$ cat src/rtl/rl_pkg.sv
`timescale 1ns/1ps
package rl_pkg;
  typedef enum logic [1:0] {
    OP_LDM  = 2'd0,
    OP_STM  = 2'd1,
    OP_PUSH = 2'd2,
    OP_POP  = 2'd3
  } rl_op_e;

  typedef enum logic [2:0] {
    ST_IDLE,
    ST_BASE,
    ST_XFER,
    ST_WB,
    ST_DONE
  } rl_state_e;

  localparam logic [3:0] REG_SP = 4'd13;
  localparam logic [3:0] REG_LR = 4'd14;
  localparam logic [3:0] REG_PC = 4'd15;
endpackage

$ cat src/rtl/rl_pick.sv
`timescale 1ns/1ps
// Picks the lowest set slot, or the highest when desc_i is set.
module rl_pick #(
  parameter int N  = 9,
  parameter int IW = 4
) (
  input  logic [N-1:0]  mask_i,
  input  logic          desc_i,
  output logic [IW-1:0] idx_o,
  output logic          valid_o
);
  always_comb begin
    idx_o   = '0;
    valid_o = |mask_i;
    if (desc_i) begin
      for (int i = 0; i < N; i++)
        if (mask_i[i]) idx_o = IW'(i);
    end else begin
      for (int i = N - 1; i >= 0; i--)
        if (mask_i[i]) idx_o = IW'(i);
    end
  end
endmodule

$ cat src/rtl/rl_addr.sv
`timescale 1ns/1ps
module rl_addr #(
  parameter int AW   = 32,
  parameter int STEP = 4
) (
  input  logic          clk_i,
  input  logic          rst_ni,
  input  logic          load_i,
  input  logic [AW-1:0] load_val_i,
  input  logic          step_i,
  input  logic          down_i,
  output logic [AW-1:0] addr_o,
  output logic [AW-1:0] addr_up_o
);
  logic [AW-1:0] addr_q;

  always_ff @(posedge clk_i or negedge rst_ni) begin
    if (!rst_ni)     addr_q <= '0;
    else if (load_i) addr_q <= load_val_i;
    else if (step_i) addr_q <= down_i ? addr_q - AW'(STEP) : addr_q + AW'(STEP);
  end

  assign addr_o    = addr_q;
  assign addr_up_o = addr_q + AW'(STEP);
endmodule

$ cat src/rtl/rl_seq.sv
`timescale 1ns/1ps
module rl_seq
  import rl_pkg::*;
#(
  parameter int  DW     = 32,
  parameter int  LIST_W = 8,
  parameter int  RIDX_W = 4,
  localparam int BASE_W = $clog2(LIST_W),
  localparam int CNT_W  = $clog2(LIST_W + 2)
) (
  input  logic              clk_i,
  input  logic              rst_ni,
  input  logic              cmd_valid_i,
  input  logic [1:0]        cmd_op_i,
  input  logic [BASE_W-1:0] cmd_base_i,
  input  logic [LIST_W-1:0] cmd_list_i,
  input  logic              cmd_extra_i,
  output logic              busy_o,
  output logic              done_o,
  output logic [CNT_W-1:0]  xfer_count_o,
  output logic [DW-1:0]     mem_addr_o,
  output logic [DW-1:0]     mem_wdata_o,
  output logic              mem_rd_o,
  output logic              mem_wr_o,
  input  logic              mem_ready_i,
  input  logic [DW-1:0]     mem_rdata_i,
  output logic [RIDX_W-1:0] rf_raddr_o,
  input  logic [DW-1:0]     rf_rdata_i,
  output logic              rf_we_o,
  output logic [RIDX_W-1:0] rf_waddr_o,
  output logic [DW-1:0]     rf_wdata_o,
  output logic              pc_load_o,
  output logic              wb_we_o,
  output logic [RIDX_W-1:0] wb_addr_o,
  output logic [DW-1:0]     wb_data_o
);
  localparam int SLOT_N = LIST_W + 1;   // list bits plus the extra slot on top
  localparam int PICK_W = $clog2(SLOT_N);
  localparam int STEP   = DW / 8;
  localparam logic [RIDX_W-1:0] IDX_SP = RIDX_W'(REG_SP);
  localparam logic [RIDX_W-1:0] IDX_LR = RIDX_W'(REG_LR);
  localparam logic [RIDX_W-1:0] IDX_PC = RIDX_W'(REG_PC);

  rl_state_e          state_q, state_d;
  rl_op_e             op_q;
  logic [RIDX_W-1:0]  base_q;
  logic [SLOT_N-1:0]  pend_q;
  logic               base_hit_q;
  logic [CNT_W-1:0]   cnt_q;

  logic [PICK_W-1:0]  pick_idx;
  logic               pick_vld;
  logic [RIDX_W-1:0]  slot_reg;
  logic               is_load, is_push, stack_op;
  logic               xfer_act, hand;
  logic [DW-1:0]      addr_q, addr_up, start_addr;

  assign is_load  = (op_q == OP_LDM) || (op_q == OP_POP);
  assign is_push  = (op_q == OP_PUSH);
  assign stack_op = (cmd_op_i == OP_PUSH) || (cmd_op_i == OP_POP);

  // push walks downward so its extra slot (link register) goes first
  rl_pick #(.N(SLOT_N), .IW(PICK_W)) u_pick (
    .mask_i (pend_q),
    .desc_i (is_push),
    .idx_o  (pick_idx),
    .valid_o(pick_vld)
  );

  assign start_addr = is_push ? rf_rdata_i - DW'(STEP) : rf_rdata_i;

  rl_addr #(.AW(DW), .STEP(STEP)) u_addr (
    .clk_i     (clk_i),
    .rst_ni    (rst_ni),
    .load_i    (state_q == ST_BASE),
    .load_val_i(start_addr),
    .step_i    (hand),
    .down_i    (is_push),
    .addr_o    (addr_q),
    .addr_up_o (addr_up)
  );

  always_comb begin
    if (pick_idx == PICK_W'(LIST_W)) slot_reg = is_push ? IDX_LR : IDX_PC;
    else                             slot_reg = RIDX_W'(pick_idx);
  end

  assign xfer_act = (state_q == ST_XFER) && pick_vld;
  assign hand     = xfer_act && mem_ready_i;

  always_comb begin
    state_d = state_q;
    unique case (state_q)
      ST_IDLE: if (cmd_valid_i) state_d = ST_BASE;
      ST_BASE: state_d = ST_XFER;
      ST_XFER: if (!pick_vld) state_d = ST_WB;
      ST_WB:   state_d = ST_DONE;
      ST_DONE: state_d = ST_IDLE;
      default: state_d = ST_IDLE;
    endcase
  end

  always_ff @(posedge clk_i or negedge rst_ni) begin
    if (!rst_ni) begin
      state_q    <= ST_IDLE;
      op_q       <= OP_LDM;
      base_q     <= '0;
      pend_q     <= '0;
      base_hit_q <= 1'b0;
      cnt_q      <= '0;
    end else begin
      state_q <= state_d;
      if (state_q == ST_IDLE && cmd_valid_i) begin
        op_q       <= rl_op_e'(cmd_op_i);
        base_q     <= stack_op ? IDX_SP : RIDX_W'(cmd_base_i);
        pend_q     <= {cmd_extra_i && stack_op, cmd_list_i};
        base_hit_q <= cmd_list_i[cmd_base_i];
        cnt_q      <= '0;
      end else if (hand) begin
        pend_q <= pend_q & ~(SLOT_N'(1) << pick_idx);
        cnt_q  <= cnt_q + CNT_W'(1);
      end
    end
  end

  assign busy_o       = (state_q != ST_IDLE);
  assign done_o       = (state_q == ST_DONE);
  assign xfer_count_o = cnt_q;

  assign mem_addr_o  = addr_q;
  assign mem_rd_o    = xfer_act && is_load;
  assign mem_wr_o    = xfer_act && !is_load;
  assign mem_wdata_o = mem_wr_o ? rf_rdata_i : '0;

  assign rf_raddr_o = (state_q == ST_BASE) ? base_q : slot_reg;
  assign rf_we_o    = hand && is_load;
  assign rf_waddr_o = slot_reg;
  assign pc_load_o  = rf_we_o && (slot_reg == IDX_PC);
  assign rf_wdata_o = (slot_reg == IDX_PC) ? {mem_rdata_i[DW-1:1], 1'b0} : mem_rdata_i;

  assign wb_we_o   = (state_q == ST_WB) && !(op_q == OP_LDM && base_hit_q);
  assign wb_addr_o = base_q;
  assign wb_data_o = is_push ? addr_up : addr_q;

  p_strobe_excl_r12: assert property (@(posedge clk_i) disable iff (!rst_ni)
    !(mem_rd_o && mem_wr_o));

  p_hold_wait_r8: assert property (@(posedge clk_i) disable iff (!rst_ni)
    (mem_rd_o || mem_wr_o) && !mem_ready_i |=>
      (mem_rd_o || mem_wr_o) && $stable(mem_addr_o) && $stable(rf_raddr_o));

  p_done_after_wb_r9: assert property (@(posedge clk_i) disable iff (!rst_ni)
    done_o |-> $past(state_q == ST_WB));

  p_done_single_r9: assert property (@(posedge clk_i) disable iff (!rst_ni)
    done_o |=> !done_o);

  p_pc_even_r6: assert property (@(posedge clk_i) disable iff (!rst_ni)
    pc_load_o |-> rf_we_o && !rf_wdata_o[0] && op_q == OP_POP);

  p_idle_quiet_r10: assert property (@(posedge clk_i) disable iff (!rst_ni)
    !busy_o |-> !mem_rd_o && !mem_wr_o && !wb_we_o);

  p_count_bound_r7: assert property (@(posedge clk_i) disable iff (!rst_ni)
    cnt_q <= CNT_W'(SLOT_N));

  p_busy_ignores_r11: assert property (@(posedge clk_i) disable iff (!rst_ni)
    busy_o |=> $stable(op_q) && $stable(base_q));
endmodule

$ cat config.mk
export PLATFORM = sky130hd
export DESIGN_NAME = rl_seq
export DESIGN_NICKNAME = d
export VERILOG_FILES = /design/src/rtl/rl_pkg.sv /design/src/rtl/rl_pick.sv /design/src/rtl/rl_addr.sv /design/src/rtl/rl_seq.sv
export SDC_FILE = /design/constraint.sdc
export NUM_CORES = 1
export LEC_CHECK = 0
export ABC_AREA = 1
export CORE_MARGIN = 10
export CORE_UTILIZATION = 49
export DETAILED_ROUTE_END_ITERATION = 7
export DONT_BUFFER_PORTS = 1
export GPL_TIMING_DRIVEN = 0
export PLACE_DENSITY_LB_ADDON = 0.15
export REMOVE_ABC_BUFFERS = 1
export SYNTH_ARGS = -nofsm -noshare
export SYNTH_HDL_FRONTEND = slang
export SYNTH_HIERARCHICAL = 1
export SYNTH_SLANG_ARGS = --single-unit
$ cat constraint.sdc
create_clock -name clk_i -period 2.1 [get_ports clk_i]
set_input_delay 0.315 -clock clk_i [delete_from_list [all_inputs] [get_ports clk_i]]
set_output_delay 0.315 -clock clk_i [all_outputs]
set_load 0.005 [all_outputs]
* After elaboration in Yosys (flattened, before gate mapping)
Cells that the tools add are included.
** Storage, ports and cells
- Flip-flop bits (word level) :: 55
- Input port bits :: 82
- Word-level logic and storage cells :: 86
** Operators by class
- $add $sub $neg :: 4
- $lt $le $gt $ge :: 1
- Equal/unequal tests :: 12
- Shifts and indexed selects :: 1
- Multiplexer cells :: 38
- Bitwise gates (word level) :: 2
- Reductions and logical operators :: 21
** Operators by type and width (number)
- $mux W32 :: 6
- $mux W4 :: 16
- $sub A32 B3 Y32 const B :: 2
- $add A32 B3 Y32 const B :: 1
- $mux W3 :: 6
- $mux W9 :: 2
- $pmux W3 S4 :: 1
- $logic_and A1 B1 Y1 :: 10
- $and A9 B9 Y9 :: 1
- $not A9 Y9 :: 1
- $reduce_or A9 Y1 :: 1
- $shl A1 B4 Y9 const A :: 1
- $eq A2 B2 Y1 const B :: 4
- $eq A4 B4 Y1 const B :: 2
- $eq A3 B2 Y1 const B :: 2
- $add A4 B1 Y4 const B :: 1
- $lt A3 B4 Y1 const B :: 1
- $mux W1 :: 4
- $mux W2 :: 2
- $ne A2 B2 Y1 const B :: 2
- $reduce_bool A2 Y1 :: 2
- $bmux W1 S3 :: 1
- $eq A3 B1 Y1 const B :: 1
- $eq A3 B3 Y1 const B :: 1
- other kinds (6) :: 8

* Logic depth before layout (Yosys ltp)
Gate-level depths: netlist of run 1.
- Depth in word-level cells :: 15
- Depth in mapped cells :: 15
- Mapped depth without buffers :: 15

* Modules after synthesis
Netlist of run 1, hierarchy kept.
** Modules (own cells, without submodules)
- rl_addr :: times used 1, cells an instance 583, area an instance 3404.5 µm²
- rl_seq :: times used 1, cells an instance 555, area an instance 3022.9 µm²
- rl_pick :: times used 1, cells an instance 44, area an instance 224.0 µm²

* Worst setup path after synthesis of run 1
Ideal clock, no wire load.
- Kind :: reg-to-output
- Start :: register op_q[0]
- End :: output port rf_wdata_o[0]
- Arrival :: 1.781 ns
- Required time :: 1.785 ns
- Slack :: 0.004 ns
- Stages on the path, launching flop included :: 13
- Buffers on the path :: 0
- Cell sequence :: dfrtp_1 -> inv_1 -> ha_1 -> inv_1 -> nor2_4 -> inv_1 -> a21oi_1 -> inv_1 -> nand3_1 -> o21ai_1 -> nand3_1 -> nand2_1 -> inv_1
** On the way
- Cells in the longest elaborated chain, start to end :: 6
- Elaborated cells between the ends (all ways) :: 7
** RTL lines
- start, declared :: RTL line rl_seq.sv:45 : rl_op_e op_q;
- start signal, assigned :: RTL line rl_seq.sv:114 : op_q <= rl_op_e'(cmd_op_i);
- $eq A2 B2 Y1 :: RTL line rl_seq.sv:59 : assign is_push = (op_q == OP_PUSH);
- net is_push :: RTL line rl_seq.sv:54 : logic is_load, is_push, stack_op;
- $mux W4 :: RTL line rl_pick.sv:15 : if (desc_i) begin
- net pick_idx[2] :: RTL line rl_seq.sv:51 : logic [PICK_W-1:0] pick_idx;
- $eq A4 B4 Y1 :: RTL line rl_seq.sv:84 : if (pick_idx == PICK_W'(LIST_W)) slot_reg = is_push ? IDX_LR : IDX_PC;
- $mux W4 :: RTL line rl_seq.sv:84
- net rf_waddr_o[0] :: RTL line rl_seq.sv:30 : output logic [RIDX_W-1:0] rf_waddr_o,
- $eq A4 B4 Y1 :: RTL line rl_seq.sv:139 : assign rf_wdata_o = (slot_reg == IDX_PC) ? {mem_rdata_i[DW-1:1], 1'b0} : mem_rdata_i;
- $mux W1 :: RTL line rl_seq.sv:139
- end, declared :: RTL line rl_seq.sv:31 : output logic [DW-1:0] rf_wdata_o,
The timed path passes the listed nets, and every way through them passes these cells.

* Final worst setup path of run 1
- Start :: register op_q[0]
- End :: output port rf_raddr_o[2]
** On the way
- Cells in the longest elaborated chain, start to end :: 5
** RTL lines
- $eq A2 B2 Y1 :: RTL line rl_seq.sv:59
- net is_push :: RTL line rl_seq.sv:54
- $mux W4 :: RTL line rl_pick.sv:15
- net pick_idx[1] :: RTL line rl_seq.sv:51
- $eq A4 B4 Y1 :: RTL line rl_seq.sv:84
- $mux W4 :: RTL line rl_seq.sv:84
- net rf_waddr_o[2] :: RTL line rl_seq.sv:30
- $mux W4 :: RTL line rl_seq.sv:135 : assign rf_raddr_o = (state_q == ST_BASE) ? base_q : slot_reg;
- end, declared :: RTL line rl_seq.sv:27 : output logic [RIDX_W-1:0] rf_raddr_o,
The timed path passes the listed nets, and every way through them passes these cells.

==> run summary, run 1 <==
The flow ran to the end, but the final reports show violations. The final reports fail on setup timing. Once layout is complete, the utilization of the core stands at 0.630. The delay contributed by the slowest stage of the critical path is between 0.3 and 0.4 ns. The via count normalized by instance count came out at roughly 5.7. The height of the die is roughly 140 um. For this block, the initial DRC count from the detailed router was 948. STA puts the critical path data required time at 1.78 ns. The via count of the first global-routing pass was about 7100. The number of buffers inserted during clock tree synthesis came out at 5. The clock network latency to the later pin of the worst-skew pair came out at a little over 0.3 ns. In this run the static leakage power is between 3 and 4 nW. The first global-routing pass estimated just under 40000 um of wire. The largest voltage drop on the vdd net is ~0.63 mV. The hold violation count in the final report came to 0. The tightest slew margin relative to the limit came out at 0.623. The synthesized flop and latch total came out at 55. The average cell area after synthesis is about 5.6 sq um.

The number of buffers and inverters on the critical path is 4. The worst setup path is of the flip-flop to primary output kind. The biggest area contributor in the post-synthesis netlist is nand2_1. The final layout contains routed wiring with a total length of between 20000 and 30000 um. The worst hold path cell count is 1.

The detailed-router iteration count before antenna repair is 8. The number of failing setup endpoints in the final timing report is 72. The average detailed-routed wire length per instance came out at around 20 um. The remaining design rule violation count is 0. The top achievable clock speed came out at about 400 MHz. The number of buffers added on ports came out at 0. The number of max-slew violations in the final report came out at 0.

The number of antenna-violating nets in the routed design is 0. The width of the die is ~140 um. Synthesis produced a netlist whose cell count is between 1000 and 1500. The number of standard-cell rows in the floorplan came out at 42. STA classifies the critical path endpoint as a primary output. The clock transition at the registers of the reported paths came out at about 0.080 ns. Detailed placement finished with a half-perimeter wire length of between 15000 and 20000 um. The net count of the finished layout is ~1300. The slack of the critical path came out at -0.361 ns. The tree is rooted in a clkbuf_16.

The clock period minus worst slack is roughly 2.5 ns. Setup repair after global routing could not meet its margin everywhere. The number of distinct library cell variants in the gate-level netlist after synthesis is 40. Across all hold checks on the routed design, the worst slack comes to roughly 0.11 ns. The signal on the critical path passes through inv_2 -> ha_4 -> buf_12 -> inv_8 -> nor2_4 -> o21ai_2 -> a22oi_2 -> nor2_4 -> nand3_4 -> buf_6 -> nand2_4 -> nand2_2 -> o21ai_2. TritonCTS built the clock tree.

The biggest fanout along the worst timing path came out at 4. The total global routing overflow came out at 0. The filler cell count in the final layout is ~1200. The clock skew came out at about 0.0065 ns. The total standard cell area after synthesis came out at 6650 sq um. The worst-margin pin slew is between 0.5 and 0.6 ns. For this run, the register share of the synthesized area comes to 0.207. The region available for standard cell placement spans 13300 sq um. The count of warnings emitted by yosys is 6.

The gate family responsible for the most delay along the worst path is compound AO/OA/AOI/OAI gates. In the post-synthesis netlist, the biggest area contributors are nand2_1 (24%), dfrtp_1 (21%), nor2_1 (11%). The arrival time of data at the critical path endpoint came out at about 2.2 ns. The total negative setup slack came out at -5.65 ns. The initial utilization of the core area, before any placement, comes to 0.500. The H-tree generated during clock tree synthesis spans 2 levels.

The number of maximum-capacitance constraint violations is 0. The clock tree buffer depth is 2. Entering global routing, the biggest net connects between 50 and 60 pins. The number of vias after detailed routing came out at about 8000.

The power per cell area is between 1000 and 1500 nW/um^2. The antenna diode instance count is 0. Across every metal layer, demand over resource in global routing totals 0.259. The worst setup path is launched from a flip-flop. The depth of the critical timing path with buffers and inverters included came out at 13. The worst hold path belongs to the class input port to flip-flop. Counting cells, the worst reg-to-reg path comes to 12. For this design, the slowest cell found on the critical path is dfrtp_1. Of the available clock period, the critical path in the final layout requires 1.17.

Of the post-synthesis cell area, the dominant cell type holds 0.238. The post-synthesis to final-layout area growth came out at 25.9%. In the final layout, the share of cells above drive strength 1 is 0.289. The final weighted congestion in routability-driven placement is 0.938. The die covers 18600 sq um. The I/O pin total came out at 233.

CTS saw between 50 and 60 sinks. The number of antenna violations at the first check in global routing came out at 0.
## per-layer routing
metal,wire length (um),up-vias,global-route usage
met1,11300,3641,0.347
li1,-,3713,-
met3,3240,56,0.0795
met5,46,-,0.0249
met2,12100,486,0.397
met4,626,2,0.0574
## cells in the mapped netlist
master,number
nor2_1,195
nand2_4,2
o221ai_1,1
inv_2,7
nand3_1,87
clkbuf_2,3
o21ai_1,11
a21oi_1,13
nor3_4,2
nor2_8,1
a21boi_1,1
ha_1,6
o211ai_1,8
nand4_1,19
and2_4,1
o21ai_2,1
buf_2,18
o22ai_1,1
nor2_4,7
o21ai_0,40
xor2_1,33
buf_6,6
nand3b_1,2
dfrtp_1,55
nor2_2,10
a31oi_1,3
o21a_1,1
inv_1,132
a22oi_1,19
xnor2_1,1
nand2_2,3
nand3_4,4
clkinv_1,1
a22oi_2,1
clkbuf_1,15
buf_4,36
nor3_2,2
o31ai_1,2
nand2_1,422
nor3_1,10
## flip-flops by register name (all words and copies together) (netlist names)
name,count
base_hit_q,1
op_q,2
pend_q,9
state_q,3
u_addr/addr_o,32
wb_addr_o,4
xfer_count_o,4
## kinds of logic (layout without fill, tap and decap cells)
kind of cell | count (synthesis) | count (layout) | share of synthesized area
compound gates | 102 | 102 | 0.0914
xor+xnor | 34 | 34 | 0.0448
fa+ha+maj | 6 | 6 | 0.0113
buf+inv | 218 | 251 | 0.154
flops | 55 | 55 | 0.207
simple gates | 767 | 767 | 0.492
## repair_timing
item                                   CTS  global route
pin swaps                               32            72
gates cloned                             1             2
setup endpoints to repair              114           103
buffers inserted                        50            47
hold buffers                             2             0
endpoints found under the hold margin   55             0
gates resized for setup                114           183
## final cells by class
type | instances | area, sq um | share of cell area
Clock buffer | 5 | 125 | 0.0149
Clock inverter | 3 | 27.5 | 0.00329
Inverter | 140 | 577 | 0.0689
Multi-Input combinational cell | 909 | 5010 | 0.598
Sequential cell | 55 | 1410 | 0.169
Tap cell | 176 | 220 | 0.0263
Timing Repair Buffer | 102 | 986 | 0.118
Timing Repair inverter | 1 | 16.3 | 0.00194
## power by group
group          total, mW  switching, mW  internal [mW]
combinational       8.32           5.22           3.09
clock              0.934          0.476          0.458
sequential          2.76           1.16           1.61
total               12.0           6.86           5.16
## path summary, 6_finish.rpt
| check | startpoint | end | slack [ns] |
|---|---|---|---|
| worst min register to register | base_hit_q | base_hit_q | 0.49 |
| min in group asynchronous | rst_ni | u_addr/addr_o[4] | 0.53 |
| worst max register to register | op_q[0] | u_addr/addr_o[16] | -0.07 |
| worst max-delay path | op_q[0] | rf_raddr_o[2] | -0.36 |
| worst min-delay path | cmd_op_i[1] | wb_addr_o[1] | 0.11 |
| max in group asynchronous | rst_ni | u_addr/addr_o[28] | 1.29 |
## layout by cell type, fill, tap and decap left out, types with 17 or more instances in the layout
cell,Yosys,layout
inv_1,132,115
nand2_2,3,58
nor2_2,10,45
dfrtp_2,0,29
nor2_4,7,30
a22oi_1,19,17
o21ai_0,40,33
nand4_1,19,19
xor2_1,33,26
nor2_1,195,137
inv_2,7,19
nand2_1,422,356
nand3_1,87,76
dfrtp_1,55,26
buf_4,36,50
## stage by stage
| step | total power [mW] | instance area, sq um | std cells | setup WS [ns] |
|---|---|---|---|---|
| after global placement | 8.08 | 6370 | 1280 | -2.97 |
| after detailed placement | 8.29 | 6460 | 1284 | -1.09 |
| after global routing | 12.9 | 8380 | 1391 | -0.432 |
| after CTS | 10.4 | 7380 | 1345 | -0.383 |
| after floorplan | 6.48 | 6150 | 1104 | -1.37 |
| final | 12.0 | 8380 | 1391 | -0.361 |
(Power assumes the default switching activity.)
==> run 2: changes to the inputs <==
clock period = 2.9 ns   (was 2.1 ns; I/O delays follow)
==> run summary, run 2 (same netlist as run 1, synthesis figures left out) <==
The flow ran to the end, and the final reports show no timing, DRC or antenna violations. Adding up every negative setup slack in the final design gives 0 ns. The via count of the first global-routing pass is between 6000 and 7000. The number of vias after detailed routing came out at ~7000. The startpoint of the lowest-slack hold path is cmd_op_i[1]. The worst register-to-register path has a setup slack of roughly 0.23 ns. The filler cell count in the final layout came out at 1470. The antenna diode instance count came out at 0.

The worst setup path is of the flip-flop to primary output kind. Counting tap cells, the placed design contains a total of approximately 1300 instances. The first global-routing pass estimated 36200 um of wire. In the layout the commonest cells are nand2_1 (422), nor2_1 (192), inv_1 (130). Overall power consumption after layout is estimated at 6.84 mW. The width of the die is 137 um. Buffers placed on the I/O ports in this run total 0. The reg-to-reg critical path startpoint is pend_q[7]. Data on the critical path is required at its endpoint by between 2 and 2.5 ns. The worst setup path is captured at a primary output.

Detailed placement ended at an HPWL of approximately 18000 um. The H-tree level count came out at 2. Setup repair after global routing left no endpoint under its margin. The number of antenna-violating nets in the routed design came out at 0.

The core outline area came out at 13300 sq um. Of the available clock period, the critical path in the final layout requires 0.941. The clock transition at the registers of the reported paths came out at around 0.08 ns. In this run the tightest slew margin relative to its limit is 0.422. In this run the worst hold path is classified as input port to flip-flop. The largest net degree at the start of global routing came out at 56.

The power per cell area came out at about 1000 nW/um^2. Along the worst path, the maximum fanout reaches 35. The number of antenna violations at the first check in global routing came out at 0.

Summed over all cells, the static leakage comes to ~3.4 nW. The largest voltage drop on the vdd net is between 0.4 and 0.5 mV. The via count normalized by instance count came out at around 5.4. The floorplan has 42 rows. The clock tree buffer depth came out at 2.

The die is 137 um tall. The starting density of the core came out at 0.500. The hold violation count in the final report came out at 0.

The number of buffers inserted during clock tree synthesis came out at 5. The utilization after layout came out at 0.506. Once placement finished, the instance area stood at between 6000 and 7000 sq um. The clock network latency to the later pin of the worst-skew pair came out at roughly 0.30 ns. In the routed design, unresolved DRC markers number 0.

The worst hold path terminates at wb_addr_o[1]. The worst path needs approximately 2.7 ns of the cycle, external delays included. The most common cell after layout, fill and taps aside is nand2_1. The number of flip-flops under the largest register name is 32. The arrival time of data at the critical path endpoint is 2.30 ns. The number of maximum-capacitance constraint violations is 0. For this block, the initial DRC count from the detailed router was 672. The worst-margin pin slew is around 0.86 ns.

Registers take ~1400 sq um. The area used by multi-input combinational logic came out at ~4300 sq um. The final standard cell count with taps included and fillers excluded is 1298. The library cell used as clock root buffer is clkbuf_16. The net count of the finished layout came out at roughly 1200. The global router's overall resource usage is 0.242.

The top achievable clock speed is 366 MHz. The worst register-to-register path has a depth of 13. Routability-driven placement finished with a final weighted congestion of ~0.94. The number of max-slew violations in the final report is 0. The worst hold path cell count is 1. Summed over all layers, the routed wires come to roughly 23000 um. The number of failing setup endpoints in the final timing report is 0. For this run the aggregate overflow at the end of global routing stands at 0.

The number of clock sinks seen by CTS came out at 55. The capturing point of the worst reg2reg path is u_addr/addr_o[5]. Before antenna repair, the detailed router went through 6 iterations. The post-synthesis to final-layout area growth came out at 1.20%. The post-route cell area is just under 7000 sq um. After detailed routing, the average wire length per cell comes to roughly 18 um.

The I/O pin total is between 200 and 250. The clock tree from TritonCTS is yes. The share of post-route cells with drive strength above 1 is 0.0597. The nature of the critical path startpoint is a flip-flop.

The die outline area came out at 18600 sq um. The clock skew came out at approximately 0.0071 ns.
## run 2: routing by layer
metal	track usage	vias to the layer above	routed length, um
met5	0.0249	-	46
met4	0.0462	2	264
met3	0.0843	16	2420
met2	0.366	297	10000
met1	0.326	3162	10500
li1	-	3542	-
## run 2: critical path, cell delays in order, from the launching register on
cell     delay [ns]
dfrtp_1        0.43
ha_4           0.19
buf_12         0.16
inv_2          0.10
nor2_4         0.04
o21ai_1        0.14
a22oi_2        0.11
nor2_2         0.13
nand3_2        0.16
o21ai_4        0.21
nand3_1        0.15
nor2_1         0.16
## run 2: cell type report
class	count	area share
multi-input combinational	909	0.639
clock buffer	5	0.0186
clock inverter	3	0.00409
inverter	140	0.0781
tap	176	0.0327
sequential	55	0.204
timing repair buffer	10	0.0227
## run 2: worst max path at each step
stage,from,end,slack (ns),cells past startpoint
finish,op_q[1],pc_load_o,0.17,11
global route,op_q[1],pc_load_o,0.04,11
CTS,op_q[0],rf_wdata_o[0],0.04,13
detailed placement,op_q[0],rf_wdata_o[0],-0.41,13
global placement,op_q[0],u_addr/addr_o[18],-2.17,7
floorplan,op_q[0],rf_wdata_o[0],-0.69,12
## run 2: through the flow
stage / worst slack (ns) / hold WS, ns
after floorplan: -0.687 / 0.139
after global placement: -2.17 / 0.143
after detailed placement: -0.414 / 0.143
after CTS: 0.0380 / 0.227
after global routing: 0.0404 / 0.225
final: 0.170 / 0.229
## run 2: report_power, final
group | switching (mW) | total, mW | internal (mW)
clock | 0.338 | 0.670 | 0.332
sequential | 0.840 | 1.96 | 1.12
combinational | 2.85 | 4.21 | 1.36
## run 2: what timing repair did
action / CTS / global route
hold buffers: 2 / 0
resized for setup: 4 / 5
setup buffers: 3 / 1
endpoints found under the hold margin: 55 / 0
pin swaps: 2 / 2
setup endpoints to repair: 18 / 3
==> run 3: changes to the inputs <==
MAX_ROUTING_LAYER = met4   (was unset)
==> run summary, run 3 (same netlist as run 1, synthesis figures left out) <==
The clock transition at the registers of the reported paths is about 0.080 ns. The global router's overall resource usage is 0.251. The run finished with clean final reports. The post-synthesis to final-layout area growth came out at 1.20%.

For the worst setup path, the data required time is between 3 and 4 ns. The register with the most flip-flops in the layout has 32 of them. The worst hold path cell count is 1. The sequential cell fraction of total power is 0.286. The H-tree level count is 2. The core outline area is about 13000 sq um. around 230 I/O pins were placed. The via count normalized by instance count came out at around 5.4.

The tightest slew margin relative to the limit came out at 0.454. The biggest fanout along the worst timing path came out at 15. The kind of path behind the tightest hold check is input port to flip-flop.

The area of placed instances is around 6500 sq um. The hold violation count in the final report is 0. Setup repair after global routing left no endpoint under its margin. The number of antenna violations at the first check in global routing came out at 0.

The clock period minus worst slack came out at ~2.7 ns. The number of standard-cell rows in the floorplan came out at 42. The total global routing overflow came out at 0. The remaining design rule violation count came out at 0. The starting density of the core is 0.500. The number of max-slew violations in the final report came to 0. The final standard cell count with taps included and fillers excluded came out at roughly 1300.

The switching power share of the total is 0.587. Based on the critical path, the design can be clocked at up to ~370 MHz. Counting cells, the worst reg-to-reg path comes to 13. The leakage component of the power is about 3.4 nW.

In this design, the largest share of critical-path delay is due to simple AND/OR/NAND/NOR gates. The critical path contains buffers and inverters numbering 3 combined. After detailed routing, the total wire length is approximately 23000 um.

After detailed routing, the met3 layer carries about 2300 um of wire. Clock skew on the completed layout was measured at roughly 0.0048 ns. The first global-routing pass estimated roughly 36000 um of wire.

The antenna diode instance count is 0. The height of the die came out at 137 um. The switching power is roughly 4.0 mW. For this design, the slowest cell found on the critical path is nor2_2. The detailed router's first-iteration violation count is 674. The combinational share of power came out at 0.619.

The post-route cell area came out at 6730 sq um. The nature of the critical path startpoint is a flip-flop. The delay contributed by the slowest stage of the critical path came out at ~0.54 ns. The largest voltage drop on the vdd net is between 0.3 and 0.4 mV. The flop-to-flop setup slack came out at around 0.19 ns.

The via count of the first global-routing pass came to about 6500. The number of clock sinks seen by CTS came out at 55. The tightest hold path in the finished design has a slack of roughly 0.23 ns. The power per cell area came out at between 1000 and 1500 nW/um^2.

The capturing point of the worst reg2reg path is u_addr/addr_o[5]. The clock network latency to the later pin of the worst-skew pair is 0.30 ns. The worst-margin pin slew is a little over 0.8 ns. The number of vias after detailed routing is 7058. The internal power is 2.82 mW. The sum of routed wire segments on met1 is roughly 11000 um.

The net count of the finished layout is between 1000 and 1500. In the layout the commonest cells are nand2_1 (422), nor2_1 (193), inv_1 (132). In the final routed layout, each cell accounts on average for 17.9 um. At the worst endpoint, the arrival time is 2.95 ns. The startpoint identified for the worst register-to-register timing path is pend_q[7]. The share of the clock period used by the worst path after layout is 0.936. The largest net degree at the start of global routing is 56. The total negative setup slack came out at 0 ns. The detailed-router iteration count before antenna repair came out at 6. Leaving out fill and tap cells, the most frequent cell in the layout is nand2_1. The number of buffers added on ports is 0. The total instance count after detailed placement came out at ~1300. The die outline area is around 19000 sq um.

TritonCTS created 5 clock buffers. The final weighted congestion in routability-driven placement came out at ~0.95. The count of nets left with antenna violations once routing finished came out at 0. The share of post-route cells with drive strength above 1 came out at 0.0587.

The proportion of power drawn by the clock network is 0.095. The clock tree buffer depth is 2. The tree is rooted in a clkbuf_16.

The path with the worst hold slack has its endpoint at wb_addr_o[1]. Walking the worst path, the cells encountered are inv_2 -> nand2_4 -> nor3_4 -> and2_4 -> nand2_1 -> nand3_4 -> nor2_4 -> inv_1 -> nor2_2 -> inv_1 -> a31oi_1 -> o21ai_0 -> nand2_1. STA classifies the critical path endpoint as a flip-flop. The startpoint of the lowest-slack hold path is cmd_op_i[1]. The width of the die came out at 137 um. The highest routing layer actually used is met4. The worst setup path is of the flip-flop to flip-flop kind. The met2 routed wirelength came out at roughly 10000 um. The number of failing setup endpoints in the final timing report came out at 0. TritonCTS built the clock tree. The number of maximum-capacitance constraint violations came out at 0. The HPWL after detailed placement came out at between 15000 and 20000 um.
-- run 3: power groups by stage --
stage          registers (mW)  logic [mW]  clock network [mW]
2_1_floorplan            1.67        3.02                   0
3_3_place_gp             1.96        3.90                   0
3_5_place_dp             1.97        4.01                   0
4_1_cts                  1.96        4.15               0.667
5_1_grt                  2.05        4.79               0.690
6_report                 1.95        4.22               0.646
-- run 3: how the worst max path moves through the flow --
| stage | from | depth (start not counted) | slack [ns] | to |
|---|---|---|---|---|
| 2_1_floorplan | op_q[0] | 12 | -0.69 | rf_wdata_o[0] |
| 3_3_place_gp | op_q[0] | 7 | -2.25 | u_addr/addr_o[18] |
| 3_5_place_dp | op_q[0] | 12 | -0.29 | rf_wdata_o[0] |
| 4_1_cts | op_q[0] | 12 | 0.04 | rf_wdata_o[0] |
| 5_1_grt | op_q[0] | 11 | 0.02 | pc_load_o |
| 6_report | pend_q[7] | 13 | 0.19 | u_addr/addr_o[5] |
-- run 3: timing repair --
action | 4_1_cts | 5_1_grt
setup endpoints to repair | 14 | 4
endpoints found under the hold margin | 55 | 0
resized for setup | 2 | 0
setup buffers | 3 | 5
pin swaps | 1 | 2
hold buffers | 2 | 0
-- run 3: routing by layer --
layer | vias to the layer above | GRT usage
met3 | 27 | 0.0707
met4 | 0 | 0.0515
met2 | 300 | 0.362
met1 | 3195 | 0.343
li1 | 3536 | -
met5 | - | -
-- run 3: layout make-up --
type	count	area, sq um
Fill cell	1491	6560
Multi-Input combinational cell	909	4280
Tap cell	176	220
Inverter	140	526
Sequential cell	55	1380
Timing Repair Buffer	13	175
Clock buffer	5	125
Clock inverter	3	27.5
-- run 3: worst register-to-register path, cell delays in order (launching register included) --
cell and delay (ns):
dfrtp_1 0.40, inv_2 0.07, nand2_4 0.07, nor3_4 0.04
and2_4 0.15, nand2_1 0.12, nand3_4 0.12, nor2_4 0.34
inv_1 0.10, nor2_2 0.54, inv_1 0.26, a31oi_1 0.22
o21ai_0 0.14, nand2_1 0.08
-- run 3: stage by stage --
step | power, mW | setup slack [ns] | util
3_3_place_gp | 5.86 | -2.25 | 0.479
5_1_grt | 7.53 | 0.0192 | 0.506
3_5_place_dp | 5.98 | -0.293 | 0.485
4_1_cts | 6.78 | 0.0390 | 0.503
2_1_floorplan | 4.69 | -0.687 | -
6_report | 6.82 | 0.187 | 0.506
